===== src/rtl/llmon_pkg.sv =====
package llmon_pkg;
  // Next action applied to the reservation register
  typedef enum logic [1:0] {
    RESV_HOLD = 2'd0,
    RESV_ARM  = 2'd1,
    RESV_DROP = 2'd2
  } resv_act_e;
endpackage


===== src/rtl/llmon_wordsel.sv =====
module llmon_wordsel #(
  parameter int AW   = 32,
  parameter int OFFB = 2
) (
  input  logic [AW-1:0]      byte_addr,
  output logic [AW-OFFB-1:0] word_addr
);
  logic unused_off;
  assign unused_off = ^byte_addr[OFFB-1:0];
  assign word_addr  = byte_addr[AW-1:OFFB];
endmodule


===== src/rtl/llmon_match.sv =====
module llmon_match #(
  parameter int WAW = 30
) (
  input  logic           en,
  input  logic [WAW-1:0] a,
  input  logic [WAW-1:0] b,
  output logic           hit
);
  assign hit = en && (a == b);
endmodule


===== src/rtl/llmon_arbiter.sv =====
module llmon_arbiter
  import llmon_pkg::*;
(
  input  logic      ll_valid,
  input  logic      sc_valid,
  input  logic      st_hit,
  input  logic      eret_valid,
  output resv_act_e act
);
  always_comb begin
    if (ll_valid)                            act = RESV_ARM;
    else if (sc_valid || st_hit || eret_valid) act = RESV_DROP;
    else                                     act = RESV_HOLD;
  end
endmodule


===== src/rtl/llmon_resv.sv =====
module llmon_resv
  import llmon_pkg::*;
#(
  parameter int WAW = 30
) (
  input  logic           clk,
  input  logic           rst,
  input  resv_act_e      act,
  input  logic [WAW-1:0] arm_word,
  output logic           flag,
  output logic [WAW-1:0] word
);
  always_ff @(posedge clk) begin
    if (rst) begin
      flag <= 1'b0;
      word <= '0;
    end else begin
      case (act)
        RESV_ARM: begin
          flag <= 1'b1;
          word <= arm_word;
        end
        RESV_DROP: flag <= 1'b0;
        default:   flag <= flag;
      endcase
    end
  end
endmodule


===== src/rtl/llmon_top.sv =====
module llmon_top
  import llmon_pkg::*;
#(
  parameter int AW   = 32,
  parameter int OFFB = 2
) (
  input  logic          clk,
  input  logic          rst,
  input  logic          ll_valid,
  input  logic [AW-1:0] ll_addr,
  input  logic          sc_valid,
  input  logic [AW-1:0] sc_addr,
  input  logic          st_valid,
  input  logic [AW-1:0] st_addr,
  input  logic          eret_valid,
  output logic          sc_ok,
  output logic          resv_flag
);
  localparam int WAW = AW - OFFB;

  logic [WAW-1:0] ll_word, sc_word, st_word, resv_word;
  logic           st_hit, sc_hit;
  resv_act_e      act;

  llmon_wordsel #(.AW(AW), .OFFB(OFFB)) u_ws_ll (.byte_addr(ll_addr), .word_addr(ll_word));
  llmon_wordsel #(.AW(AW), .OFFB(OFFB)) u_ws_sc (.byte_addr(sc_addr), .word_addr(sc_word));
  llmon_wordsel #(.AW(AW), .OFFB(OFFB)) u_ws_st (.byte_addr(st_addr), .word_addr(st_word));

  llmon_match #(.WAW(WAW)) u_st_cmp (
    .en(st_valid && resv_flag), .a(st_word), .b(resv_word), .hit(st_hit));
  llmon_match #(.WAW(WAW)) u_sc_cmp (
    .en(sc_valid && resv_flag), .a(sc_word), .b(resv_word), .hit(sc_hit));

  llmon_arbiter u_arb (
    .ll_valid(ll_valid), .sc_valid(sc_valid), .st_hit(st_hit),
    .eret_valid(eret_valid), .act(act));

  llmon_resv #(.WAW(WAW)) u_resv (
    .clk(clk), .rst(rst), .act(act), .arm_word(ll_word),
    .flag(resv_flag), .word(resv_word));

  assign sc_ok = sc_hit;
endmodule


===== config.mk =====
export PLATFORM = sky130hd
export DESIGN_NAME = llmon_top
export DESIGN_NICKNAME = d
export VERILOG_FILES = /design/src/rtl/llmon_pkg.sv /design/src/rtl/llmon_wordsel.sv /design/src/rtl/llmon_match.sv /design/src/rtl/llmon_arbiter.sv /design/src/rtl/llmon_resv.sv /design/src/rtl/llmon_top.sv
export SDC_FILE = /design/constraint.sdc
export NUM_CORES = 1
export LEC_CHECK = 0
export ABC_AREA = 0
export BUFFER_PORTS_ARGS = -buffer_cell sky130_fd_sc_hd__buf_2
export CORE_UTILIZATION = 39
export DETAILED_ROUTE_END_ITERATION = 10
export HOLD_SLACK_MARGIN = 0.03
export PLACE_DENSITY_LB_ADDON = 0.05
export SETUP_SLACK_MARGIN = 0.02
export SLEW_MARGIN = 10
export SYNTH_ARGS = -nofsm -noshare
export SYNTH_HDL_FRONTEND = slang
export SYNTH_SLANG_ARGS = --single-unit

===== constraint.sdc =====
create_clock -name clk -period 2 [get_ports clk]
set_input_delay 0.4 -clock clk [delete_from_list [all_inputs] [get_ports clk]]
set_output_delay 0.4 -clock clk [all_outputs]
set_load 0.1 [all_outputs]

==> results of run 1 <==
[cell usage after synthesis (all sizes together)]
master	instances
xor2	33
dfxtp	31
mux2i	30
nor2	30
xnor2	27
nor4	11
nand4	8
clkbuf	4
buf	3
nand3	2
inv	1
nand2	1
o22ai	1
or4b	1
[worst max path at each step]
stage | from | end | slack, ns | depth (start not counted)
2_1_floorplan | sc_addr[29] | sc_ok | -0.41 | 5
3_3_place_gp | sc_addr[13] | sc_ok | -0.26 | 7
3_5_place_dp | sc_addr[13] | sc_ok | -0.23 | 7
4_1_cts | u_resv.word[12] | sc_ok | -0.15 | 6
5_1_grt | u_resv.word[10] | sc_ok | -0.22 | 5
6_report | u_resv.word[10] | sc_ok | -0.13 | 5
[cell families (layout without fill, tap and decap cells)]
family	count (synthesis)	count (layout)
muxes	30	30
DFF	31	31
AOI/OAI and AO/OA	1	1
buffers and inverters	8	113
and+or+nand+nor	53	53
xor gates and xnor gates	60	60
[per-layer routing]
layer  GRT usage, %  wire length (um)
met1           23.1              1960
met2           30.1              2030
met3           5.12               259
met4           6.12                41
met5              0                 0
[layout make-up]
class / count / area (um^2) / share of cell area [%]
Inverter: 1 / 3.75 / 0.148
Multi-Input combinational cell: 144 / 1190 / 46.7
Clock buffer: 7 / 76.3 / 3.00
Sequential cell: 31 / 634 / 25.0
Timing Repair Buffer: 105 / 573 / 22.6
Tap cell: 52 / 65.1 / 2.56
[worst max-delay path: stages, from the launching register on]
cell     delay, ns
dfxtp_2       0.33
xor2_1        0.16
nor4_1        0.25
nand4_1       0.19
nor4_4        0.30
buf_12        0.21
[through the flow]
stage	hold WS, ns	std cells
CTS	0.347	340
detailed placement	0.538	331
finish	0.353	340
global placement	0.531	331
floorplan	0.494	183
global route	0.360	340
[state kept, by name (all words and copies together) (netlist names)]
signal / cells
u_resv.word: 30
u_resv.flag: 1
[cell usage in the layout (no fill, tap or decap), drive strengths merged]
| cell type | count |
|---|---|
| nand2 | 1 |
| xor2 | 33 |
| nand3 | 2 |
| nand4 | 8 |
| nor4 | 11 |
| dfxtp | 31 |
| inv | 1 |
| mux2i | 30 |
| or4b | 1 |
| clkbuf | 7 |
| xnor2 | 27 |
| buf | 105 |
| o22ai | 1 |
| nor2 | 30 |
[where the power goes]
group          total, W  internal [W]  leakage [nW]  switching (W)
Clock          0.000452      0.000239        0.0383       0.000213
Sequential     0.000695      0.000657         0.259      0.0000383
Combinational  0.000351      0.000194         0.959       0.000157
[what timing repair did]
item,in CTS,in global routing
setup endpoints to repair,1,1
buffers inserted,2,0
pin swaps,7,0
gates resized for setup,13,0
==> impl_metrics.py, run 1 <==
metrics = {
    "floorplanning": {
        "core_area_um2": 4350,
        "initial_core_util_pct": 40.3,
        "io_pins": 104,
        "dieArea_um2": 4780,
        "fp.dieW_um": 69.1,
        "die_h_um": 69.1,
        "rows": 24,
    },
    "synthesis": {
        "yosys.area_share.simple_pct": 15.4,
        "synthXorXnorAreaFrac_pct": 29.9,
        "syn_nets": 285,
        "yosysSeqAreaShare_pct": 35.3,
        "synth.top_cell.area_share_pct": 35.3,
        "ys_warn_count": 0,
        "synth_cell_types": 15,
        "ys_ff_latch": 31,
        "synth_mux_area_share_pct": 17.1,
        "synthTopCellsByArea": "dfxtp_1 35%, mux2i_1 17%, xor2_1 16%",
        "syn_area_um2": 1760,
        "synth-adder-area-share_pct": 0,
        "synth_compound_area_share_pct": 0.356,
        "synth_top_family_by_area": "XOR/XNOR gates",
        "syn_area_per_cell_um2": 9.60,
        "synth_top_cell_by_area": "dfxtp_1",
        "postSynthCellCount": 183,
    },
    "worst_hold_path": {
        "min_path_type": "input port to register",
        "hold_path_depth": 3,
        "hp-start": "ll_addr[8]",
        "hold_end": "u_resv.word[6]",
    },
    "cts": {
        "h-tree-depth": 2,
        "clkTransAtPathRegs_ns": 0.06,
        "clock_sinks": 31,
        "cts_tree": "done",
        "cts_root_buffer": "clkbuf_8",
        "clkLatencyLatePin_ns": 0.28,
        "cts-buffers-inserted": 5,
        "holdBufCountCts": 0,
        "clock_path_buffers": 2,
    },
    "routing": {
        "avgRoutedWirePerCell_um": 12.6,
        "num_vias": 1591,
        "wl_mm": 4.29,
        "drcViolationCount": 0,
        "dr.pass1.iters": 4,
        "drtIter0Drc": 32,
        "vias_per_cell": 4.68,
        "final_antenna_net_count": 0,
    },
    "worst_setup_path": {
        "cp_max_fo": 3,
        "arrival_ns": 1.73,
        "crit_type": "register to output port",
        "r2r-start": "u_resv.word[12]",
        "worstPathRequired_ns": 1.60,
        "worstRegToRegCells": 6,
        "crit_path_start_kind": "register",
        "r2r_setup_slack_ns": 0.30,
        "rr_endpoint": "u_resv.flag",
        "cp-end-kind": "output port",
    },
    "global_routing": {
        "grt_pass1_vias": 1581,
        "antenna_found_initial": 0,
        "grt_first_pass_wirelength_mm": 6.85,
        "grt-ovfl-total": 0,
        "grtUsageTotal_pct": 18.3,
        "grt_max_degree": 32,
    },
    "timing": {
        "worst_slew_pin_slew_ns": 0.484,
        "period_share_pct": 106,
        "hold_viol": 0,
        "rsz0062_at_grt": "true",
        "drv_slew": 0,
        "fin_ws_ns": -0.129,
        "post-route-min-period_ns": 2.13,
        "slew_headroom_pct": 68.0,
        "finalSetupTns_ns": -0.129,
        "max_freq_mhz": 470,
        "setup_violations": 1,
        "fin_skew_ns": 0.00912,
    },
    "placement": {
        "dpl.hpwl_mm": 3.40,
        "port-buffer-count": 97,
        "place_ws_ns": -0.227,
        "post_dp_cell_area_um2": 2400,
        "place.gp.congestion": 0.745,
    },
    "run": {
        "max_cap_violations": 0,
    },
    "cells_and_area": {
        "num-nets-final": 390,
        "diodes": 0,
        "final_util_pct": 58.3,
        "design_area_um2": 2540,
        "drive_gt1_share_pct": 44.8,
        "fill_cells": 436,
        "syn2layout_area_growth_pct": 44.6,
    },
    "power_and_ir_drop": {
        "power.leakage_nw": 1.26,
        "ir_drop_mv": 0.434,
        "power.density_nw_per_um2": 590,
        "p_total_w": 0.00150,
    },
    "outcome": {
        "status": "finished with violations",
        "violations": "setup timing",
    },
}
No activity file was read; power rests on OpenSTA's default activity.
==> inputs of run 2 (changes only) <==
--- a/config.mk
+++ b/config.mk
@@ -6,11 +6,12 @@
 export NUM_CORES = 1
 export LEC_CHECK = 0
 export ABC_AREA = 0
-export BUFFER_PORTS_ARGS = -buffer_cell sky130_fd_sc_hd__buf_2
-export CORE_UTILIZATION = 39
+export BUFFER_PORTS_ARGS = -buffer_cell sky130_fd_sc_hd__clkbuf_2
+export CORE_UTILIZATION = 47
 export DETAILED_ROUTE_END_ITERATION = 10
 export HOLD_SLACK_MARGIN = 0.03
 export PLACE_DENSITY_LB_ADDON = 0.05
+export RECOVER_POWER = 100
 export SETUP_SLACK_MARGIN = 0.02
 export SLEW_MARGIN = 10
 export SYNTH_ARGS = -nofsm -noshare
==> run 2 against run 1 <==
  * The flow still finishes with violations (setup timing)
  * Final cell count down 1.8%
  * Highest routed layer unchanged
  * Critical path type unchanged
  * Critical path depth is 1 higher
  * Sequential power about the same
  * Utilization rose by 14 points
  * Combinational power about the same
  * Sequential share of layout area up 0.12 points
  * Die area fell by 17%
  * Maximum frequency fell by 1.2%
  * Worst setup slack worse by 0.025 ns
  * Clock-buffer cell count did not move
  * Sequential cell count did not move
==> impl_metrics.py, run 2 (synthesized netlist as in run 1, its figures left out) <==
metrics = {
    "worst_setup_path": {
        "cp-end-kind": "output port",
        "crit_cells": 6,
        "arrival_ns": 1.75,
        "cp_slowest_cell": "dfxtp_1",
        "worst-path-buf-inv": 2,
        "crit_path_start_kind": "register",
        "worstPathRequired_ns": 1.60,
        "crit_type": "register to output port",
        "critPathMaxStageDelay_ns": 0.34,
        "worstRegToRegCells": 6,
        "cp_max_fo": 3,
        "crit_chain": "xor2_1 -> nor4_2 -> buf_4 -> nand3_2 -> nor4_4 -> buf_12",
        "crit_family": "simple AND/OR/NAND/NOR gates",
    },
    "cells_and_area": {
        "largest_reg_flops": 30,
        "reg.largest.list": "u_resv.word: 30 flops, u_resv.flag: 1 flops",
        "syn2layout_area_growth_pct": 43.6,
        "fill_cells": 304,
        "drive_gt1_share_pct": 45.1,
        "top_register": "u_resv.word",
        "final_cell_mix": "97 x clkbuf_2, 33 x xor2_1, 30 x mux2i_1, 30 x nor2_1",
        "layout_commonest_cell": "clkbuf_2",
        "num-nets-final": 389,
        "diodes": 0,
    },
    "cts": {
        "h-tree-depth": 2,
        "clock_sinks": 31,
        "clkTransAtPathRegs_ns": 0.07,
        "cts_root_buffer": "clkbuf_8",
        "clkLatencyLatePin_ns": 0.27,
        "clock_path_buffers": 2,
        "cts-buffers-inserted": 5,
        "cts_tree": "done",
    },
    "timing": {
        "period_share_pct": 108,
        "drv_slew": 0,
        "rsz0062_at_grt": "true",
        "fin_ws_ns": -0.154,
        "fin_skew_ns": 0.00812,
        "setup_violations": 1,
        "slew_headroom_pct": 31.3,
        "post-route-min-period_ns": 2.15,
        "hold_viol": 0,
        "max_freq_mhz": 464,
        "finalSetupTns_ns": -0.154,
        "worst_slew_pin_slew_ns": 1.03,
    },
    "routing": {
        "final_antenna_net_count": 0,
        "wl_mm": 4.21,
        "vias_per_cell": 4.80,
        "avgRoutedWirePerCell_um": 12.6,
        "dr.pass1.iters": 4,
        "drtIter0Drc": 32,
        "num_vias": 1603,
        "drcViolationCount": 0,
    },
    "placement": {
        "port-buffer-count": 97,
        "dpl.hpwl_mm": 3.30,
        "place_ws_ns": -0.159,
        "place.gp.congestion": 0.741,
    },
    "worst_hold_path": {
        "hold_path_depth": 3,
        "min_path_type": "input port to register",
    },
    "power_and_ir_drop": {
        "internal_power_w": 0.00113,
        "clkPwrFrac_pct": 32.3,
        "switching_share_pct": 27.1,
        "pwr-share-comb_pct": 22.5,
        "seq_power_share_pct": 45.1,
        "power.leakage_nw": 1.28,
        "ir_drop_mv": 0.367,
        "power.density_nw_per_um2": 612,
        "switching_power_w": 0.000418,
    },
    "floorplanning": {
        "fp.dieW_um": 63.1,
        "io_pins": 104,
        "rows": 21,
        "die_h_um": 63.1,
        "core_area_um2": 3470,
        "initial_core_util_pct": 50.6,
        "dieArea_um2": 3990,
    },
    "outcome": {
        "violations": "setup timing",
        "status": "finished with violations",
    },
    "global_routing": {
        "grt_pass1_vias": 1544,
        "antenna_found_initial": 0,
        "grt_max_degree": 32,
        "grtUsageTotal_pct": 22.5,
        "grt-ovfl-total": 0,
        "grt_first_pass_wirelength_mm": 6.84,
    },
    "run": {
        "max_cap_violations": 0,
    },
}
-- run 2: path summary, 6_finish.rpt --
check                  startpoint         endpoint  slack [ns]
setup / recovery   u_resv.word[8]            sc_ok       -0.15
hold reg to reg   u_resv.word[16]  u_resv.word[16]        0.52
hold / removal        ll_addr[22]  u_resv.word[20]        0.36
setup reg to reg  u_resv.word[20]      u_resv.flag        0.29
-- run 2: power groups by stage --
| stage | Sequential [W] | Combinational (W) | Clock (W) |
|---|---|---|---|
| CTS | 0.000696 | 0.000350 | 0.000509 |
| global placement | 0.000709 | 0.000332 | 0 |
| floorplan | 0.000712 | 0.000186 | 0 |
| detailed placement | 0.000709 | 0.000337 | 0 |
| global route | 0.000702 | 0.000383 | 0.000540 |
| finish | 0.000697 | 0.000348 | 0.000499 |
-- run 2: final cells by class --
cell class	instances	area [um^2]	area share, %
timing repair buffer	104	551	21.8
clock inverter	1	5.00	0.198
clock buffer	7	86.3	3.42
sequential	31	633	25.1
inverter	1	3.75	0.149
multi-input combinational	144	1190	47.0
tap	46	57.6	2.28
-- run 2: worst register-to-register path, delay by kind of cell, from the launching register on --
kind | cells | cell delay (ns)
buffers and inverters | 1 | 0.14
xor gates and xnor gates | 1 | 0.17
and+or+nand+nor | 3 | 0.81
AOI/OAI and AO/OA | 1 | 0.12
DFF | 1 | 0.33
-- run 2: routing by layer --
layer / vias up / wire length (um) / part of all wire (%) / track usage (%)
met4: 0 / 36 / 0.86 / 6.10
met3: 4 / 256 / 6.1 / 7.25
met5: - / 0 / 0 / 0
li1: 827 / - / - / -
met2: 54 / 2140 / 51 / 39.1
met1: 718 / 1780 / 42 / 26.3
-- run 2: per-stage QoR --
step | cell area [um^2] | std cells | util (%) | total power (W) | hold WS (ns)
floorplan | 1810 | 183 | - | 0.000898 | 0.494
global placement | 2380 | 324 | 68.8 | 0.00104 | 0.528
detailed placement | 2380 | 324 | 68.8 | 0.00105 | 0.540
CTS | 2520 | 334 | 72.7 | 0.00156 | 0.353
global route | 2520 | 334 | 72.7 | 0.00163 | 0.366
finish | 2520 | 334 | 72.7 | 0.00154 | 0.357
-- run 2: timing repair --
action	4_1_cts	5_1_grt
setup endpoints to repair	1	1
hold buffers	0	0
setup buffers	2	0
resized for setup	10	2
pin swaps	6	2
